`src/rtl/hb_decim2_pkg.sv`:
```
package hb_decim2_pkg;
  typedef enum logic {PH_EVEN = 1'b0, PH_ODD = 1'b1} phase_t;
endpackage

```
`src/rtl/hb_coef_bank.sv`:
```
module hb_coef_bank #(
  parameter int TAPS = 7,
  parameter int CW   = 16,
  localparam int NE   = (TAPS + 1) / 2,
  localparam int CTR  = (TAPS - 1) / 2,
  localparam int SELW = $clog2(TAPS)
) (
  input  logic                   clk,
  input  logic                   rst_n,
  input  logic                   we,
  input  logic [SELW-1:0]        sel,
  input  logic [CW-1:0]          val,
  output logic [NE-1:0][CW-1:0]  ev_coef,
  output logic [CW-1:0]          ctr_coef
);
  logic [CW-1:0] ev_q [NE];
  logic [CW-1:0] ctr_q;

  for (genvar g = 0; g < NE; g++) begin : g_even
    always_ff @(posedge clk) begin
      if (!rst_n)                             ev_q[g] <= '0;
      else if (we && sel == SELW'(2 * g))     ev_q[g] <= val;
    end
    assign ev_coef[g] = ev_q[g];
  end

  always_ff @(posedge clk) begin
    if (!rst_n)                        ctr_q <= '0;
    else if (we && sel == SELW'(CTR))  ctr_q <= val;
  end
  assign ctr_coef = ctr_q;

  // with no write strobe every tap keeps its value
  assert_coef_keep_R6: assert property (@(posedge clk) disable iff (!rst_n)
    !we |=> $stable(ev_coef) && $stable(ctr_coef));
endmodule

```
`src/rtl/hb_legs.sv`:
```
module hb_legs
  import hb_decim2_pkg::*;
#(
  parameter int TAPS = 7,
  parameter int DW   = 16,
  localparam int NE   = (TAPS + 1) / 2,
  localparam int ODLY = NE / 2
) (
  input  logic                   clk,
  input  logic                   rst_n,
  input  logic                   accept,
  input  logic                   mode_ext,
  input  logic                   sync,
  input  logic [DW-1:0]          a,
  input  logic [DW-1:0]          b,
  output logic                   trig,
  output logic [NE-1:0][DW-1:0]  ev_taps,
  output logic [DW-1:0]          odd_tap
);
  phase_t        ph_q;
  logic [DW-1:0] ev_q [NE-1];
  logic [DW-1:0] od_q [ODLY];
  logic          take_even, take_odd;

  assign take_even = mode_ext || (ph_q == PH_EVEN);
  assign take_odd  = mode_ext || (ph_q == PH_ODD);
  assign trig      = accept && take_even;

  always_ff @(posedge clk) begin
    if (!rst_n)                     ph_q <= PH_EVEN;
    else if (!mode_ext && sync)     ph_q <= PH_EVEN;
    else if (!mode_ext && accept)   ph_q <= (ph_q == PH_EVEN) ? PH_ODD : PH_EVEN;
  end

  always_ff @(posedge clk) begin
    if (!rst_n) begin
      for (int i = 0; i < NE - 1; i++) ev_q[i] <= '0;
    end else if (accept && take_even) begin
      ev_q[0] <= a;
      for (int i = 1; i < NE - 1; i++) ev_q[i] <= ev_q[i-1];
    end
  end

  always_ff @(posedge clk) begin
    if (!rst_n) begin
      for (int i = 0; i < ODLY; i++) od_q[i] <= '0;
    end else if (accept && take_odd) begin
      od_q[0] <= mode_ext ? b : a;
      for (int i = 1; i < ODLY; i++) od_q[i] <= od_q[i-1];
    end
  end

  for (genvar g = 0; g < NE; g++) begin : g_tap
    if (g == NE - 1) begin : g_new
      assign ev_taps[g] = a;
    end else begin : g_old
      assign ev_taps[g] = ev_q[NE-2-g];
    end
  end
  assign odd_tap = od_q[ODLY-1];

  // in paired mode every accepted beat yields an output
  assert_pair_trig_R5: assert property (@(posedge clk) disable iff (!rst_n)
    accept && mode_ext |-> trig);
  // first sample accepted after a sync cycle lands on the even leg
  assert_sync_even_R4: assert property (@(posedge clk) disable iff (!rst_n)
    !mode_ext && $past(!mode_ext && sync) && accept |-> trig);
  // an even sample in single-lane mode is followed by an odd one unless resynced
  assert_alternate_R3: assert property (@(posedge clk) disable iff (!rst_n)
    !mode_ext && trig && !sync |=> !(accept && !mode_ext && !$past(sync) && take_even && trig && ph_q == PH_EVEN));
endmodule

```
`src/rtl/hb_mac.sv`:
```
module hb_mac #(
  parameter int TAPS = 7,
  parameter int DW   = 16,
  parameter int CW   = 16,
  localparam int NE   = (TAPS + 1) / 2,
  localparam int NP   = NE + 1,
  localparam int PW   = DW + CW,
  localparam int GW   = $clog2(NP),
  localparam int SW   = PW + GW,
  localparam int FRAC = CW - 1
) (
  input  logic                   clk,
  input  logic                   rst_n,
  input  logic                   adv,
  input  logic                   trig,
  input  logic [NE-1:0][DW-1:0]  ev_taps,
  input  logic [DW-1:0]          odd_tap,
  input  logic [NE-1:0][CW-1:0]  ev_coef,
  input  logic [CW-1:0]          ctr_coef,
  output logic                   out_valid,
  output logic [DW-1:0]          out_data
);
  localparam logic signed [SW-1:0] SAT_HI = (SW'(1) <<< (DW - 1)) - SW'(1);
  localparam logic signed [SW-1:0] SAT_LO = -(SW'(1) <<< (DW - 1));

  logic signed [PW-1:0] prod_q [NP];
  logic                 p_vld;
  logic signed [SW-1:0] sum, scaled;

  for (genvar g = 0; g < NE; g++) begin : g_even_mul
    always_ff @(posedge clk) begin
      if (!rst_n)            prod_q[g] <= '0;
      else if (adv && trig)  prod_q[g] <= $signed(ev_taps[g]) * $signed(ev_coef[g]);
    end
  end

  always_ff @(posedge clk) begin
    if (!rst_n)            prod_q[NE] <= '0;
    else if (adv && trig)  prod_q[NE] <= $signed(odd_tap) * $signed(ctr_coef);
  end

  always_ff @(posedge clk) begin
    if (!rst_n)    p_vld <= 1'b0;
    else if (adv)  p_vld <= trig;
  end

  always_comb begin
    sum = '0;
    for (int i = 0; i < NP; i++) sum = sum + SW'(prod_q[i]);
    scaled = sum >>> FRAC;
  end

  always_ff @(posedge clk) begin
    if (!rst_n) begin
      out_valid <= 1'b0;
      out_data  <= '0;
    end else if (adv) begin
      out_valid <= p_vld;
      if (p_vld) begin
        if (scaled > SAT_HI)       out_data <= SAT_HI[DW-1:0];
        else if (scaled < SAT_LO)  out_data <= SAT_LO[DW-1:0];
        else                       out_data <= scaled[DW-1:0];
      end
    end
  end

  // a blocked output holds its beat unchanged
  assert_out_hold_R8: assert property (@(posedge clk) disable iff (!rst_n)
    out_valid && !adv |=> out_valid && $stable(out_data));
  // positive overflow clamps to the top code
  assert_sat_hi_R7: assert property (@(posedge clk) disable iff (!rst_n)
    adv && p_vld && (scaled > SAT_HI) |=> out_data == SAT_HI[DW-1:0]);
  // negative overflow clamps to the bottom code
  assert_sat_lo_R7: assert property (@(posedge clk) disable iff (!rst_n)
    adv && p_vld && (scaled < SAT_LO) |=> out_data == SAT_LO[DW-1:0]);
endmodule

```
`src/rtl/hb_decim2.sv`:
```
module hb_decim2 #(
  parameter int TAPS = 7,
  parameter int DW   = 16,
  parameter int CW   = 16,
  localparam int NE   = (TAPS + 1) / 2,
  localparam int SELW = $clog2(TAPS)
) (
  input  logic            clk,
  input  logic            rst_n,
  input  logic            mode_ext,
  input  logic            sync,
  input  logic            coef_we,
  input  logic [SELW-1:0] coef_sel,
  input  logic [CW-1:0]   coef_val,
  input  logic            in_valid,
  output logic            in_ready,
  input  logic [DW-1:0]   in_a,
  input  logic [DW-1:0]   in_b,
  output logic            out_valid,
  input  logic            out_ready,
  output logic [DW-1:0]   out_data
);
  logic                  adv, accept, trig;
  logic [NE-1:0][CW-1:0] ev_coef;
  logic [CW-1:0]         ctr_coef;
  logic [NE-1:0][DW-1:0] ev_taps;
  logic [DW-1:0]         odd_tap;

  assign adv      = !out_valid || out_ready;
  assign in_ready = adv;
  assign accept   = in_valid && adv;

  hb_coef_bank #(.TAPS(TAPS), .CW(CW)) i_coef (
    .clk(clk), .rst_n(rst_n), .we(coef_we), .sel(coef_sel), .val(coef_val),
    .ev_coef(ev_coef), .ctr_coef(ctr_coef)
  );

  hb_legs #(.TAPS(TAPS), .DW(DW)) i_legs (
    .clk(clk), .rst_n(rst_n), .accept(accept), .mode_ext(mode_ext), .sync(sync),
    .a(in_a), .b(in_b), .trig(trig), .ev_taps(ev_taps), .odd_tap(odd_tap)
  );

  hb_mac #(.TAPS(TAPS), .DW(DW), .CW(CW)) i_mac (
    .clk(clk), .rst_n(rst_n), .adv(adv), .trig(trig), .ev_taps(ev_taps),
    .odd_tap(odd_tap), .ev_coef(ev_coef), .ctr_coef(ctr_coef),
    .out_valid(out_valid), .out_data(out_data)
  );

  // no input is taken while the output beat is blocked
  assert_no_take_when_blocked_R8: assert property (@(posedge clk) disable iff (!rst_n)
    out_valid && !out_ready |-> !in_ready);
endmodule

```
`config.mk`:
```
export PLATFORM = sky130hd
export DESIGN_NAME = hb_decim2
export DESIGN_NICKNAME = d
export VERILOG_FILES = /design/src/rtl/hb_decim2_pkg.sv /design/src/rtl/hb_coef_bank.sv /design/src/rtl/hb_legs.sv /design/src/rtl/hb_mac.sv /design/src/rtl/hb_decim2.sv
export SDC_FILE = /design/constraint.sdc
export NUM_CORES = 2
export LEC_CHECK = 0
export BUFFER_PORTS_ARGS = -buffer_cell sky130_fd_sc_hd__buf_2
export CAP_MARGIN = 15
export CORE_MARGIN = 8
export CORE_UTILIZATION = 35
export CTS_BUF_LIST = sky130_fd_sc_hd__clkbuf_16
export CTS_CLUSTER_SIZE = 8
export DETAILED_ROUTE_END_ITERATION = 10
export SLEW_MARGIN = 20
export SYNTH_ARGS = -nofsm -noshare
export SYNTH_HDL_FRONTEND = slang
export SYNTH_SLANG_ARGS = --single-unit
```
`constraint.sdc`:
```
create_clock -name clk -period 8.4 [get_ports clk]
set_clock_uncertainty 0.05 [all_clocks]
set_input_delay 0.84 -clock clk [delete_from_list [all_inputs] [get_ports clk]]
set_output_delay 0.84 -clock clk [all_outputs]
set_load 0.02 [all_outputs]
```
==> reports/qor.csv <==
stage,metric,value,unit
floorplan,DIE WIDTH,448,um
clocking,Post-CTS Setup Repair Bufs,0,
clocking,CTS tree,done,
clocking,clk_lat worst skew,0.62,ns
grt,first-pass GRT wire length,286000,um
timing,Worst Max-Slew Pin Slew,1.14,ns
job,MaxCap Viol Count,0,
detailed_routing,Routed Antenna Nets,0,
detailed_routing,Routed WL,178000,um
timing,slew margin rel.,24.0,%
clocking,Post-CTS Hold Fix Bufs,0,
min_path,Hold Crit Class,reg2reg,
detailed_routing,detailed-router iteration count before antenna repair,6,
final_layout,nets,8596,
detailed_routing,via density per instance,4.93,
floorplan,Starting Density,35.3,%
clocking,clock-pin slew on the worst setup and hold paths,0.06,ns
timing,RSZ-0062 raised after global routing,no,
final_layout,"commonest non-fill, non-tap cells in the layout","inv_1, fa_1, nand2_1, and2_1, ha_1",
setup_path,Slowest cell on crit path,edfxtp_1,
final_layout,layout cells sized above 1,3.31,%
floorplan,die height,448,um
clocking,Bufs on Longest Clock Path,3,
clocking,clk sink count,339,
grt,initial antenna violation count,17,
yosys,Post-synth EDFFs,304,
final_layout,area of the multi-input gates,0.0490,mm2
floorplan,die area,0.201,mm2
final_layout,Layout fillers,18400,
grt,vias in the first global route,49700,
timing,final-report max-slew violation count,0,
yosys,instance count of the mapped netlist,6726,
timing,fmax,137,MHz
setup_path,crit path kind,reg2reg,
yosys,Synth Cell Area,0.0654,mm2
placement,gpl congestion,0.879,
setup_path,crit-path cells,nand2_1 -> inv_1 -> fa_1 -> inv_1 -> fa_1 -> fa_1 -> fa_1 -> fa_1 -> fa_1 -> inv_1 -> ha_1 -> a211o_1 -> or2_1 -> a211oi_1 -> o211ai_1 -> o21a_1 -> a2111oi_2 -> o21bai_1 -> a21oi_1 -> xor2_1 -> nor2_1,
final_layout,"Core Util, Final",37.8,%
yosys,Synth cell types,80,
detailed_routing,initial DRC count,3492,
run_status,status,completed,
placement,dpl hpwl,144000,um
setup_path,crit end category,register,
setup_path,critical path startpoint category,register,
grt,GRT Util Overall,18.1,%
timing,Final Cycle Share,86.7,%
clocking,H-Tree Depth,2,
final_layout,"most common cell after layout, fill and taps aside",inv_1,
grt,pin count of the biggest net entering global routing,95,
yosys,library cell with the largest summed area after synthesis,fa_1,
yosys,Yosys reg bits,339,
detailed_routing,# DRC,0,
setup_path,Worst path max stage delay,0.70,ns
setup_path,Required @ worst endpoint,8.69,ns
timing,setup tns final,0,ns
setup_path,critical path data arrival time,7.57,ns
setup_path,Critical path buffers and inverters,3,
yosys,Synth Net Count,8635,
yosys,Synth top area share,42.1,%
final_layout,final instance area,0.0701,mm2
timing,Final Hold Vio Count,0,
clocking,CTS resizes,0,
setup_path,crit path max fanout,16,
yosys,"Async S/R FF share, synth",0,%
timing,Setup-failing EPs final,0,
clocking,cts bufs inserted,51,
placement,DP Area,0.0686,mm2
floorplan,I/O pins,76,
clocking,CTS root buf,clkbuf_16,
floorplan,row count,158,
floorplan,Core Area,0.186,mm2
yosys,Synth Area per Inst,9.73,um2
grt,total gr overflow,0,
placement,Place WS,1.06,ns
final_layout,P&R area growth vs syn,7.10,%
placement,PortBufs,75,
timing,Final Critical Period,7.28,ns
setup_path,cell family contributing the most delay on the critical path,adder cells,
setup_path,most frequent CP cell,fa_1,
yosys,"Primary FF master, synth",edfxtp_1,
timing,final worst slack,1.12,ns
detailed_routing,routed len/inst,19.4,um
yosys,register area share after synthesis,15.0,%
yosys,"top cells by area, synth","fa_1, edfxtp_1, ha_1",
yosys,Syn. warnings,0,
detailed_routing,vias post-DR,45400,
final_layout,Reg area,0.00983,mm2
per-layer routing:
metal / track usage [%] / up-vias / share of wire, %
met4: 5.32 / 4 / 3.4
met1: 25.1 / 23500 / 43
met3: 1.83 / 285 / 5.7
met2: 30.2 / 1382 / 48
li1: - / 20200 / -
met5: 0 / - / 0.017
cell families (layout without fill, tap and decap cells):
logic type | after synthesis | count (layout) | share of synthesized area [%]
compound gates | 576 | 576 | 5.79
xor+xnor | 195 | 195 | 2.61
fa+ha+maj | 1851 | 1851 | 51.2
buf+inv | 1770 | 1761 | 10.2
flops | 339 | 339 | 15.0
mux | 22 | 22 | 0.336
other cells | 0 | 10 | 0
simple gates | 1973 | 1973 | 14.9
path summary, 6_finish.rpt:
path                     start             endpoint  slack [ns]  cells after the start
max reg2reg  i_coef.ev_q[2][1]  i_mac.prod_q[2][30]        1.12                     21
min reg2reg        i_mac.p_vld          i_mac.p_vld        0.45                      2
max          i_coef.ev_q[2][1]  i_mac.prod_q[2][30]        1.12                     21
min                i_mac.p_vld          i_mac.p_vld        0.45                      2
layout make-up:
cell class	instances	share of cell area, %
clock buffer	52	1.86
timing repair buffer	126	1.13
sequential	339	14.0
antenna	10	0.0357
inverter	1552	8.31
tap	2480	4.43
multi-input combinational	4617	69.9
clock inverter	31	0.270
flip-flops by register name, indices dropped and copies added, names as in the netlist:
| signal | cells |
|---|---|
| i_mac.out_data | 16 |
| i_mac.out_valid | 1 |
| i_legs.ev_q | 48 |
| i_coef.ev_q | 64 |
| i_mac.p_vld | 1 |
| i_mac.prod_q | 160 |
| i_legs.ph_q | 1 |
| i_coef.ctr_coef | 16 |
| i_legs.od_q | 32 |
through the flow:
stage,hold WS (ns),instances
after floorplan,0.416,6726
after global placement,0.433,9113
after detailed placement,0.445,9114
after CTS,0.454,9197
after global routing,0.482,9200
final,0.454,9207
cells in the mapped netlist, types with 24 or more instances:
library cell	count
dfxtp_1	35
and2_1	646
ha_1	475
o21ai_0	107
xor2_1	69
xnor2_1	126
a21boi_0	24
edfxtp_1	304
nor2_1	210
o21a_1	31
a211oi_1	24
a21oi_1	143
nand2_1	809
nor3_1	40
nand2b_1	108
inv_1	1552
a21o_1	103
clkbuf_1	209
fa_1	1376
and3_1	38
nand3_1	32
worst reg2reg max path, stage by stage, from the launching register on:
cell,delay [ns]
edfxtp_1,0.70
nand2_1,0.24
inv_1,0.11
fa_1,0.70
inv_1,0.16
fa_1,0.42
fa_1,0.51
fa_1,0.57
fa_1,0.44
fa_1,0.49
inv_1,0.04
ha_1,0.39
a211o_1,0.31
or2_1,0.23
a211oi_1,0.32
o211ai_1,0.14
o21a_1,0.28
a2111oi_2,0.39
o21bai_1,0.13
a21oi_1,0.18
xor2_1,0.15
nor2_1,0.05
Power is left out: the tool's default activity adds up to more than one toggle a clock period on the data nets, which glitch-free logic cannot reach.
